## config.mk

```make
export PLATFORM = sky130hd
export DESIGN_NAME = pwr_mode_ctrl
export DESIGN_NICKNAME = d
export VERILOG_FILES = /design/src/rtl/pwr_mode_pkg.sv /design/src/rtl/pwr_mode_regs.sv /design/src/rtl/pwr_mode_fsm.sv /design/src/rtl/pwr_mode_clkdec.sv /design/src/rtl/pwr_mode_ctrl.sv
export SDC_FILE = /design/constraint.sdc
export NUM_CORES = 1
export LEC_CHECK = 0
export BUFFER_PORTS_ARGS = -buffer_cell sky130_fd_sc_hd__buf_2
export CORE_MARGIN = 5
export CORE_UTILIZATION = 48
export DETAILED_ROUTE_END_ITERATION = 8
export PLACE_DENSITY = 0.8
export SLEW_MARGIN = 15
export SYNTH_ARGS = -nofsm -noshare
export SYNTH_HDL_FRONTEND = slang
export SYNTH_SLANG_ARGS = --single-unit
```

## constraint.sdc

```tcl
create_clock -name clk -period 1.7 [get_ports clk]
set_input_delay 0.085 -clock clk [delete_from_list [all_inputs] [get_ports clk]]
set_output_delay 0.085 -clock clk [all_outputs]
set_load 0.02 [all_outputs]
```

## src/rtl/pwr_mode_pkg.sv

```systemverilog
package pwr_mode_pkg;
  localparam int REG_W  = 8;
  localparam int B_PS   = 0;
  localparam int B_IDLE = 1;
  localparam int B_HALT = 2;
  localparam int B_GATE = 3;
  localparam int B_DOSC = 4;
  localparam int B_DPLL = 5;
  localparam int USED_W = B_DPLL + 1;

  typedef enum logic [2:0] {
    MODE_ACTIVE    = 3'd0,
    MODE_SAVE      = 3'd1,
    MODE_IDLE      = 3'd2,
    MODE_HALT_CLK  = 3'd3,
    MODE_HALT_PLL  = 3'd4,
    MODE_HALT_OSC  = 3'd5,
    MODE_HALT_WAKE = 3'd6
  } modeE;

  typedef struct packed {
    logic clrWake;
    logic clrHalt;
  } seqStrobeT;

  typedef struct packed {
    logic psPend;
    logic idleReq;
    logic haltReq;
    logic waitGate;
    logic oscOff;
    logic pllOff;
  } cfgT;
endpackage

```

## src/rtl/pwr_mode_regs.sv

```systemverilog
module pwr_mode_regs
  import pwr_mode_pkg::*;
#(
  parameter int RegW = REG_W
) (
  input  logic            clk,
  input  logic            rstN,
  input  logic            wrEn,
  input  logic [RegW-1:0] wrData,
  input  seqStrobeT       strobe,
  input  logic            inSave,
  output cfgT             cfg,
  output logic [RegW-1:0] rdData
);
  localparam int ResW = RegW - USED_W;

  logic unusedResBits;
  assign unusedResBits = ^wrData[RegW-1:USED_W];

  always_ff @(posedge clk) begin
    if (!rstN) begin
      cfg <= '0;
    end else begin
      if (wrEn) begin
        cfg.psPend   <= wrData[B_PS];
        cfg.idleReq  <= wrData[B_IDLE];
        cfg.haltReq  <= wrData[B_HALT];
        cfg.waitGate <= wrData[B_GATE];
        cfg.oscOff   <= wrData[B_DOSC];
        cfg.pllOff   <= wrData[B_DPLL];
      end
      if (strobe.clrWake) begin
        cfg.psPend  <= 1'b0;
        cfg.idleReq <= 1'b0;
        cfg.oscOff  <= 1'b0;
        cfg.pllOff  <= 1'b0;
      end
      if (strobe.clrHalt) begin
        cfg.haltReq <= 1'b0;
      end
    end
  end

  logic [USED_W-1:0] usedBits;
  always_comb begin
    usedBits         = '0;
    usedBits[B_PS]   = inSave;
    usedBits[B_IDLE] = cfg.idleReq;
    usedBits[B_HALT] = cfg.haltReq;
    usedBits[B_GATE] = cfg.waitGate;
    usedBits[B_DOSC] = cfg.oscOff;
    usedBits[B_DPLL] = cfg.pllOff;
  end

  generate
    for (genvar i = 0; i < RegW; i++) begin : g_rd
      if (i < USED_W) begin : g_used
        assign rdData[i] = usedBits[i];
      end else begin : g_res
        assign rdData[i] = 1'b0;
      end
    end
  endgenerate

  if (ResW < 0) begin : g_badw
    $error("register narrower than the defined fields");
  end
endmodule

```

## src/rtl/pwr_mode_fsm.sv

```systemverilog
module pwr_mode_fsm
  import pwr_mode_pkg::*;
(
  input  logic      clk,
  input  logic      rstN,
  input  cfgT       cfg,
  input  logic      waitStb,
  input  logic      wakeUp,
  input  logic      oscStable,
  output modeE      mode,
  output seqStrobeT strobe
);
  modeE nextMode;

  always_comb begin
    nextMode       = mode;
    strobe.clrWake = wakeUp;
    strobe.clrHalt = 1'b0;
    unique case (mode)
      MODE_ACTIVE: begin
        if (!wakeUp) begin
          if (cfg.waitGate) begin
            if (waitStb) begin
              if (cfg.haltReq)      nextMode = MODE_HALT_CLK;
              else if (cfg.idleReq) nextMode = MODE_IDLE;
              else if (cfg.psPend)  nextMode = MODE_SAVE;
            end
          end else if (cfg.psPend) begin
            nextMode = MODE_SAVE;
          end
        end
      end
      MODE_SAVE: begin
        if (wakeUp || !cfg.psPend) nextMode = MODE_ACTIVE;
      end
      MODE_IDLE: begin
        if (wakeUp || !cfg.idleReq) nextMode = MODE_ACTIVE;
      end
      MODE_HALT_CLK: begin
        nextMode = wakeUp ? MODE_HALT_WAKE : MODE_HALT_PLL;
      end
      MODE_HALT_PLL: begin
        nextMode = wakeUp ? MODE_HALT_WAKE : MODE_HALT_OSC;
      end
      MODE_HALT_OSC: begin
        if (wakeUp) nextMode = MODE_HALT_WAKE;
      end
      MODE_HALT_WAKE: begin
        if (oscStable) begin
          nextMode       = MODE_ACTIVE;
          strobe.clrHalt = 1'b1;
        end
      end
      default: nextMode = MODE_ACTIVE;
    endcase
  end

  always_ff @(posedge clk) begin
    if (!rstN) mode <= MODE_ACTIVE;
    else       mode <= nextMode;
  end
endmodule

```

## src/rtl/pwr_mode_clkdec.sv

```systemverilog
module pwr_mode_clkdec
  import pwr_mode_pkg::*;
(
  input  modeE mode,
  input  logic oscOff,
  input  logic pllOff,
  input  logic pllPwrDown,
  output logic sysClkEn,
  output logic oscEn,
  output logic pllEn
);
  logic pllWant;

  always_comb begin
    sysClkEn = 1'b0;
    oscEn    = 1'b0;
    pllWant  = 1'b0;
    unique case (mode)
      MODE_ACTIVE: begin
        sysClkEn = 1'b1;
        oscEn    = 1'b1;
        pllWant  = 1'b1;
      end
      MODE_SAVE: begin
        sysClkEn = 1'b1;
        oscEn    = !oscOff;
        pllWant  = !pllOff;
      end
      MODE_IDLE: begin
        oscEn   = !oscOff;
        pllWant = !pllOff;
      end
      MODE_HALT_CLK: begin
        oscEn   = 1'b1;
        pllWant = 1'b1;
      end
      MODE_HALT_PLL:  oscEn = 1'b1;
      MODE_HALT_OSC:  oscEn = 1'b0;
      MODE_HALT_WAKE: oscEn = 1'b1;
      default: begin
        sysClkEn = 1'b1;
        oscEn    = 1'b1;
        pllWant  = 1'b1;
      end
    endcase
    pllEn = pllWant && !pllPwrDown;
  end
endmodule

```

## src/rtl/pwr_mode_ctrl.sv

```systemverilog
module pwr_mode_ctrl
  import pwr_mode_pkg::*;
(
  input  logic             clk,
  input  logic             rstN,
  input  logic             wrEn,
  input  logic [REG_W-1:0] wrData,
  output logic [REG_W-1:0] rdData,
  input  logic             waitStb,
  input  logic             wakeUp,
  input  logic             oscStable,
  input  logic             pllPwrDown,
  output logic             sysClkEn,
  output logic             oscEn,
  output logic             pllEn
);
  cfgT       cfg;
  modeE      curMode;
  seqStrobeT strobe;

  pwr_mode_regs #(.RegW(REG_W)) i_regs (
    .clk    (clk),
    .rstN   (rstN),
    .wrEn   (wrEn),
    .wrData (wrData),
    .strobe (strobe),
    .inSave (curMode == MODE_SAVE),
    .cfg    (cfg),
    .rdData (rdData)
  );

  pwr_mode_fsm i_fsm (
    .clk       (clk),
    .rstN      (rstN),
    .cfg       (cfg),
    .waitStb   (waitStb),
    .wakeUp    (wakeUp),
    .oscStable (oscStable),
    .mode      (curMode),
    .strobe    (strobe)
  );

  pwr_mode_clkdec i_dec (
    .mode       (curMode),
    .oscOff     (cfg.oscOff),
    .pllOff     (cfg.pllOff),
    .pllPwrDown (pllPwrDown),
    .sysClkEn   (sysClkEn),
    .oscEn      (oscEn),
    .pllEn      (pllEn)
  );
endmodule

```

==> results of run 1 <==
-- registers in the layout (all words and copies together) (netlist names) --
register and flops:
i_fsm.mode 3, i_regs.cfg 6
-- power groups by stage --
stage                     Sequential (mW)  Clock [mW]  Combinational (mW)
after CTS                           0.231       0.175              0.0813
after global routing                0.233       0.187              0.0905
final                               0.231       0.167              0.0805
after detailed placement            0.236           0              0.0808
after global placement              0.235           0              0.0794
after floorplan                     0.230           0              0.0696
-- worst reg2reg max path, stage by stage, from the launching register on --
cell and delay, ns:
dfxtp_1 0.48, buf_4 0.23, a21oi_1 0.05, a221oi_1 0.27, nand2_1 0.08, mux2i_1 0.11
-- cell usage in the layout, fill, tap and decap left out, types with 2 or more instances in the layout --
master	n
mux2i_1	7
nand3_2	2
nor2b_1	2
dfxtp_2	2
nand2b_1	5
nor2_1	9
o21ai_1	3
o21ai_0	2
clkbuf_4	3
conb_1	2
dfxtp_1	7
nand3b_1	2
a21oi_1	4
buf_2	21
nand2_1	4
-- through the flow --
stage	instances	worst slack, ns	util	hold WS (ns)
finish	106	0.223	0.556	0.0539
detailed placement	102	0.254	0.534	0.326
floorplan	78	0.527	-	0.213
global route	106	0.0953	0.556	0.0688
global placement	102	0.311	0.534	0.316
CTS	106	0.0957	0.554	0.0482
-- final cells by class --
| type | instances | area [µm²] |
|---|---|---|
| multi-input cells | 56 | 365 |
| fillers | 141 | 563 |
| flip-flops and latches | 9 | 183 |
| repair buffers | 22 | 113 |
| clock buffers | 4 | 26.3 |
| well taps | 15 | 18.8 |
-- metal layers --
layer	routed length, µm	GRT usage
met5	0	0
met4	42	0.119
met3	98	0.0273
met2	546	0.198
met1	570	0.194
-- what timing repair did --
| item | CTS | global route |
|---|---|---|
| resized for setup | 0 | 2 |
| setup buffers | 0 | 0 |
| hold buffers | 0 | 0 |
| endpoints found under the setup margin | 0 | 1 |
-- kinds of logic (layout without fill, tap and decap cells) --
logic type             Yosys count  in the layout
AND/OR/NAND/NOR                 30             30
multiplexers                     8              8
flip-flops                       9              9
buffers and inverters           13             26
other                            1              2
AO/OA/AOI/OAI                   16             16
-- how the worst max path moves through the flow --
stage	to
floorplan	sysClkEn
global placement	i_fsm.mode[0]
detailed placement	i_fsm.mode[1]
CTS	pllEn
global route	pllEn
finish	pllEn
==> metrics.yaml, run 1 <==
clock_tree:
  cts_buffers: 3
  cts_buffer_depth: 2
  cts_root_buf: "clkbuf_4"
  clock_sink_count: 9
  cts-htree-levels: 1
  clk_latency_ns: 0.26
  cts_tree: "done"
  clk_pin_slew_ns: 0.06
synth:
  ys_async_sr_fraction: 0
  synth_edf_count: 0
  yosysTopAreaCell: "dfxtp_1"
  synthAdderAreaFrac: 0
  synth-simple-area-share: 0.266
  synth_most_common_cell: "buf_4"
  syn_area_um2: 634
  synth-compound-area-share: 0.170
  synth.area.mux_share: 0.128
  synth_area_per_cell_um2: 8.24
  synth.distinct_cells: 28
  ys_warn_count: 0
  synthTopCellsByCount: "buf_4 (11), dfxtp_1 (9), nor2_1 (9), mux2i_1 (7), nand2b_1 (5)"
  synth_top_area_share: 0.284
  yosys_register_bits: 9
  synthCells: 77
  synth_top_family_by_area: "simple AND/OR/NAND/NOR gates"
  ys_top_cells_by_area: "dfxtp_1 (28%), buf_4 (13%), mux2i_1 (11%)"
  synth_ff_type: "dfxtp_1"
  synth-xor-area-share: 0
  ys_seq_area_frac: 0.284
flow_run:
  drv_cap: 0
layout:
  finalInstanceArea_um2: 706
  antenna_cells: 0
  drive_above_1_share: 0.341
  syn_to_final_growth_pct: 11.2
  nNetsFinal: 107
routing:
  drt-initial-drc-count: 6
  postRouteAntennaNets: 0
  via_per_inst: 5.38
  drt_first_pass_iters: 4
  post-route-drc-count: 0
  wl_per_cell_um: 11.9
  via_count: 570
  finalWirelength_mm: 1.26
run_status:
  status: "finished, final reports clean"
power:
  p_seq_frac: 0.483
  p_clk_frac: 0.349
  p_leak_nw: 0.317
  peakVddDrop_mv: 0.421
  p_int_mw: 0.347
  swShare: 0.276
  p_sw_mw: 0.132
  power_density_nw_per_um2: 679
  power_mw: 0.479
  p_comb_frac: 0.168
global_routing:
  grt_pass1_vias: 519
  antenna_found_initial: 0
  grt_max_degree: 18
  grt_pass1_wl_mm: 2.19
  grt_overflow_total: 0
  track_usage: 0.146
timing:
  hold_viol_final: 0
  fmax_mhz: 677
  tns_ns: 0
  min_period_ns: 1.48
  setup_viol: 0
  fin_crit_sh: 0.869
  final.setup_skew_ns: 0.00592
  rsz0062_at_grt: "no"
  maxSlewViolCount: 0
setup_path:
  timing.rr.end: "i_fsm.mode[0]"
  crit_chain: "or2_1 > a21oi_1 > a21oi_1 > nor2_1 > buf_2"
  cp_slowest_cell: "dfxtp_2"
  cpPeakStageDelay_ns: 0.41
  crit_start: "i_fsm.mode[1]"
  crit_top_cell: "a21oi_1"
  r2r_cells: 5
  cpLargestDelayFamily: "flip-flops"
  reg2reg_slack_ns: 0.40
  critPathCaptureType: "output port"
  crit_fanout: 17
  cp.arrival_ns: 1.39
  critPathBufInv: 1
  start_kind: "flip-flop"
  path_class: "reg -> out"
  r2r_start: "i_fsm.mode[2]"
  cp.depth: 5
  cp.required_ns: 1.62
floorplan:
  rows: 13
  dieWidth_um: 46.4
  start_util: 0.500
  io_pins: 26
  die_h_um: 46.4
  core_um2: 1270
  die_area_um2: 2150
worst_hold_path:
  hold_path_class: "in -> reg"
  worstHoldEndpoint: "i_regs.cfg[0]"
  min_from: "wrData[5]"
  hold_path_depth: 3
placed_design:
  numPortBuffers: 21
  place_area_um2: 677
  finalWeightedCongestion: 0.746
  hpwl_um: 905
No activity file was read; power rests on OpenSTA's default activity.
==> inputs of run 2 (changes only) <==
ABC_AREA = 1   (was not set)
PLACE_DENSITY = 0.79   (was 0.8)
==> run 2 against run 1 <==
Final cell count is 24% higher. Non-clock buffer count increased by 1. Sequential share of layout area shrank 0.93 points. Clock power is 5% lower. Final area grew 5.9%. Critical endpoint unchanged. Largest power group unchanged. Highest routed layer unchanged.
==> metrics.yaml, run 2 <==
timing:
  fin_ws_ns: 0.176  # -0.0473 ns
  hold_viol_final: 0  # unchanged
  min_period_ns: 1.52  # +0.0473 ns
  setup_viol: 0  # unchanged
  fin_crit_sh: 0.896  # +0.0278
  hold_slack_ns: 0.0788  # +0.0249 ns
  final.setup_skew_ns: 0.00253  # -0.00339 ns
  tns_ns: 0  # unchanged
  maxSlewViolCount: 0  # unchanged
  rsz0062_at_grt: "no"
  fmax_mhz: 656  # -3.1%
clock_tree:
  cts_tree: "done"
  cts_root_buf: "clkbuf_4"
  clk_latency_ns: 0.25  # about the same
  cts-htree-levels: 1  # unchanged
  clock_sink_count: 9  # unchanged
  clk_pin_slew_ns: 0.06  # about the same
  cts_buffer_depth: 2  # unchanged
  cts_setup_buffers: 0  # unchanged
  cts_buffers: 3  # unchanged
power:
  power_density_nw_per_um2: 679  # about the same
  peakVddDrop_mv: 0.421  # about the same
  p_leak_nw: 0.360  # +13%
layout:
  multi_input_area_um2: 344  # -5.8%
  syn_to_final_growth_pct: 12.2
  regMostFlops: "i_regs.cfg"
  largest_reg_flops: 6  # unchanged
  final_common_cell: "nand2_1"
  layoutNonFillerInstCount: 131  # +24%
  ff_latch_area_um2: 186  # +2.1%
  fillers: 147  # +4.3%
  top_regs: "i_regs.cfg x6, i_fsm.mode x3"
  antenna_cells: 0  # unchanged
  drive_above_1_share: 0.345  # +0.00417
  final_cell_mix: "nand2_1 (23), buf_2 (21), inv_1 (11)"
  nNetsFinal: 132  # +23%
placed_design:
  placed_cells: 127  # +25%
  hpwl_mm: 1.19  # +32%
  pre_cts_slack_ns: 0.268  # +0.0146 ns
  finalWeightedCongestion: 0.863  # +16%
  numPortBuffers: 21  # unchanged
synth:
  synth_ff_type: "dfxtp_1"
  synth_area_per_cell_um2: 6.72  # -18%
  ys_top_cells_by_area: "dfxtp_1 (27%), nand2_1 (13%), buf_4 (9.0%)"
  syn_area_um2: 666  # +4.9%
  synthCells: 99  # +29%
  yosys_register_bits: 9  # unchanged
  yosysTopAreaCell: "dfxtp_1"
  ys_async_sr_fraction: 0  # unchanged
  synth_edf_count: 0  # unchanged
  synthTopCellsByCount: "nand2_1 (23), inv_1 (11), a21oi_1 (9), dfxtp_1 (9), buf_4 (8)"
  ys_seq_area_frac: 0.271  # -0.0133
  synth.distinct_cells: 22  # -21%
  synth_most_common_cell: "nand2_1"
  synth_top_area_share: 0.271  # -0.0133
  ys_warn_count: 0  # unchanged
floorplan:
  io_pins: 26  # unchanged
  die_area_um2: 2230  # +3.9%
  dieWidth_um: 47.2  # +1.9%
  core_um2: 1300  # +2.6%
  rows: 13  # unchanged
  die_h_um: 47.2  # +1.9%
  start_util: 0.512  # +0.0115
setup_path:
  cp_slowest_cell: "dfxtp_2"
  path_class: "reg -> out"
  timing.rr.end: "i_fsm.mode[1]"
  critPathCaptureType: "output port"
  r2r_cells: 7  # +2
  crit_fanout: 6  # -11
  cp.arrival_ns: 1.44  # +0.05 ns
  reg2reg_slack_ns: 0.45  # +0.05 ns
  crit_chain: "inv_1 > nand3_2 > o21ai_0 > a221oi_1 > buf_2"
  cpPeakStageDelay_ns: 0.40  # about the same
  cp.required_ns: 1.62  # about the same
  r2r_start: "i_fsm.mode[0]"
  start_kind: "flip-flop"
global_routing:
  antenna_found_initial: 0  # unchanged
  grt_overflow_total: 0  # unchanged
  grt_pass1_wl_mm: 2.48  # +13%
  track_usage: 0.155  # +0.00887
  grt_pass1_vias: 648  # +25%
  grt_max_degree: 9  # -9
routing:
  drt-initial-drc-count: 8  # +2
  via_count: 630  # +11%
  postRouteAntennaNets: 0  # unchanged
  wl_per_cell_um: 10.7  # -9.7%
  via_per_inst: 4.81  # -11%
  post-route-drc-count: 0  # unchanged
  finalWirelength_mm: 1.40  # +12%
  drt_first_pass_iters: 4  # unchanged
worst_hold_path:
  hold_path_depth: 3  # unchanged
  min_from: "wrData[4]"
  worstHoldEndpoint: "i_regs.cfg[1]"
  hold_path_class: "in -> reg"
flow_run:
  drv_cap: 0  # unchanged
run_status:
  status: "finished, final reports clean"
## run 2: cell count changes in the layout (fill, tap and decap cells not counted), moves of 5 or more
cell      change
nand2b_1      -5
mux2i_1       -7
inv_1        +11
a21oi_1       +5
nand3_1       +5
nand2_1      +19
## run 2: where the power goes
group          leakage [nW]  internal [mW]  switching [mW]
clock                0.0150         0.0900          0.0677
combinational         0.270         0.0449          0.0733
sequential           0.0753          0.220          0.0113
total                 0.360          0.355           0.152
## run 2: area by class of cell
| class | count | share of cell area |
|---|---|---|
| clock buffer | 4 | 0.0352 |
| inverter | 13 | 0.0687 |
| multi-input combinational | 67 | 0.461 |
| sequential | 9 | 0.250 |
| tap | 15 | 0.0251 |
| timing repair buffer | 23 | 0.161 |
## run 2: worst max path at each step
| stage | from | end | slack [ns] | cells past startpoint |
|---|---|---|---|---|
| after floorplan | i_fsm.mode[1] | oscEn | 0.36 | 6 |
| after global placement | i_fsm.mode[1] | pllEn | 0.33 | 5 |
| after detailed placement | i_fsm.mode[1] | pllEn | 0.27 | 5 |
| after global routing | i_fsm.mode[0] | pllEn | 0.02 | 5 |
| after CTS | i_fsm.mode[0] | pllEn | 0.04 | 5 |
| final | i_fsm.mode[0] | pllEn | 0.18 | 5 |
## run 2: critical path, delay by kind of cell (launching register included)
kind,cells,cell delay (ns)
flops,1,0.40
compound gates,2,0.39
buf+inv,2,0.31
simple gates,1,0.09
## run 2: through the flow
| stage | area (µm²) | util | power (mW) |
|---|---|---|---|
| final | 747 | 0.574 | 0.507 |
| after global routing | 747 | 0.574 | 0.543 |
| after CTS | 742 | 0.570 | 0.515 |
| after detailed placement | 714 | 0.549 | 0.355 |
| after global placement | 714 | 0.549 | 0.352 |
| after floorplan | 669 | - | 0.331 |
## run 2: metal layers
metal	GRT usage	up-vias	part of all wire
li1	-	345	-
met1	0.192	267	0.43
met2	0.254	16	0.50
met3	0.0115	2	0.054
met4	0.0994	0	0.0093
met5	0	-	0
## run 2: logic make-up after synthesis
logic type | Yosys count | share of synthesized area
AOI/OAI and AO/OA | 18 | 0.150
other | 1 | 0.00563
and+or+nand+nor | 47 | 0.355
buffers and inverters | 24 | 0.218
DFF | 9 | 0.271
## run 2: timing repair
item                                    CTS  global route
hold buffers                              0             0
resized for setup                         1             3
pin swaps                                 0             0
endpoints found under the setup margin    1             1
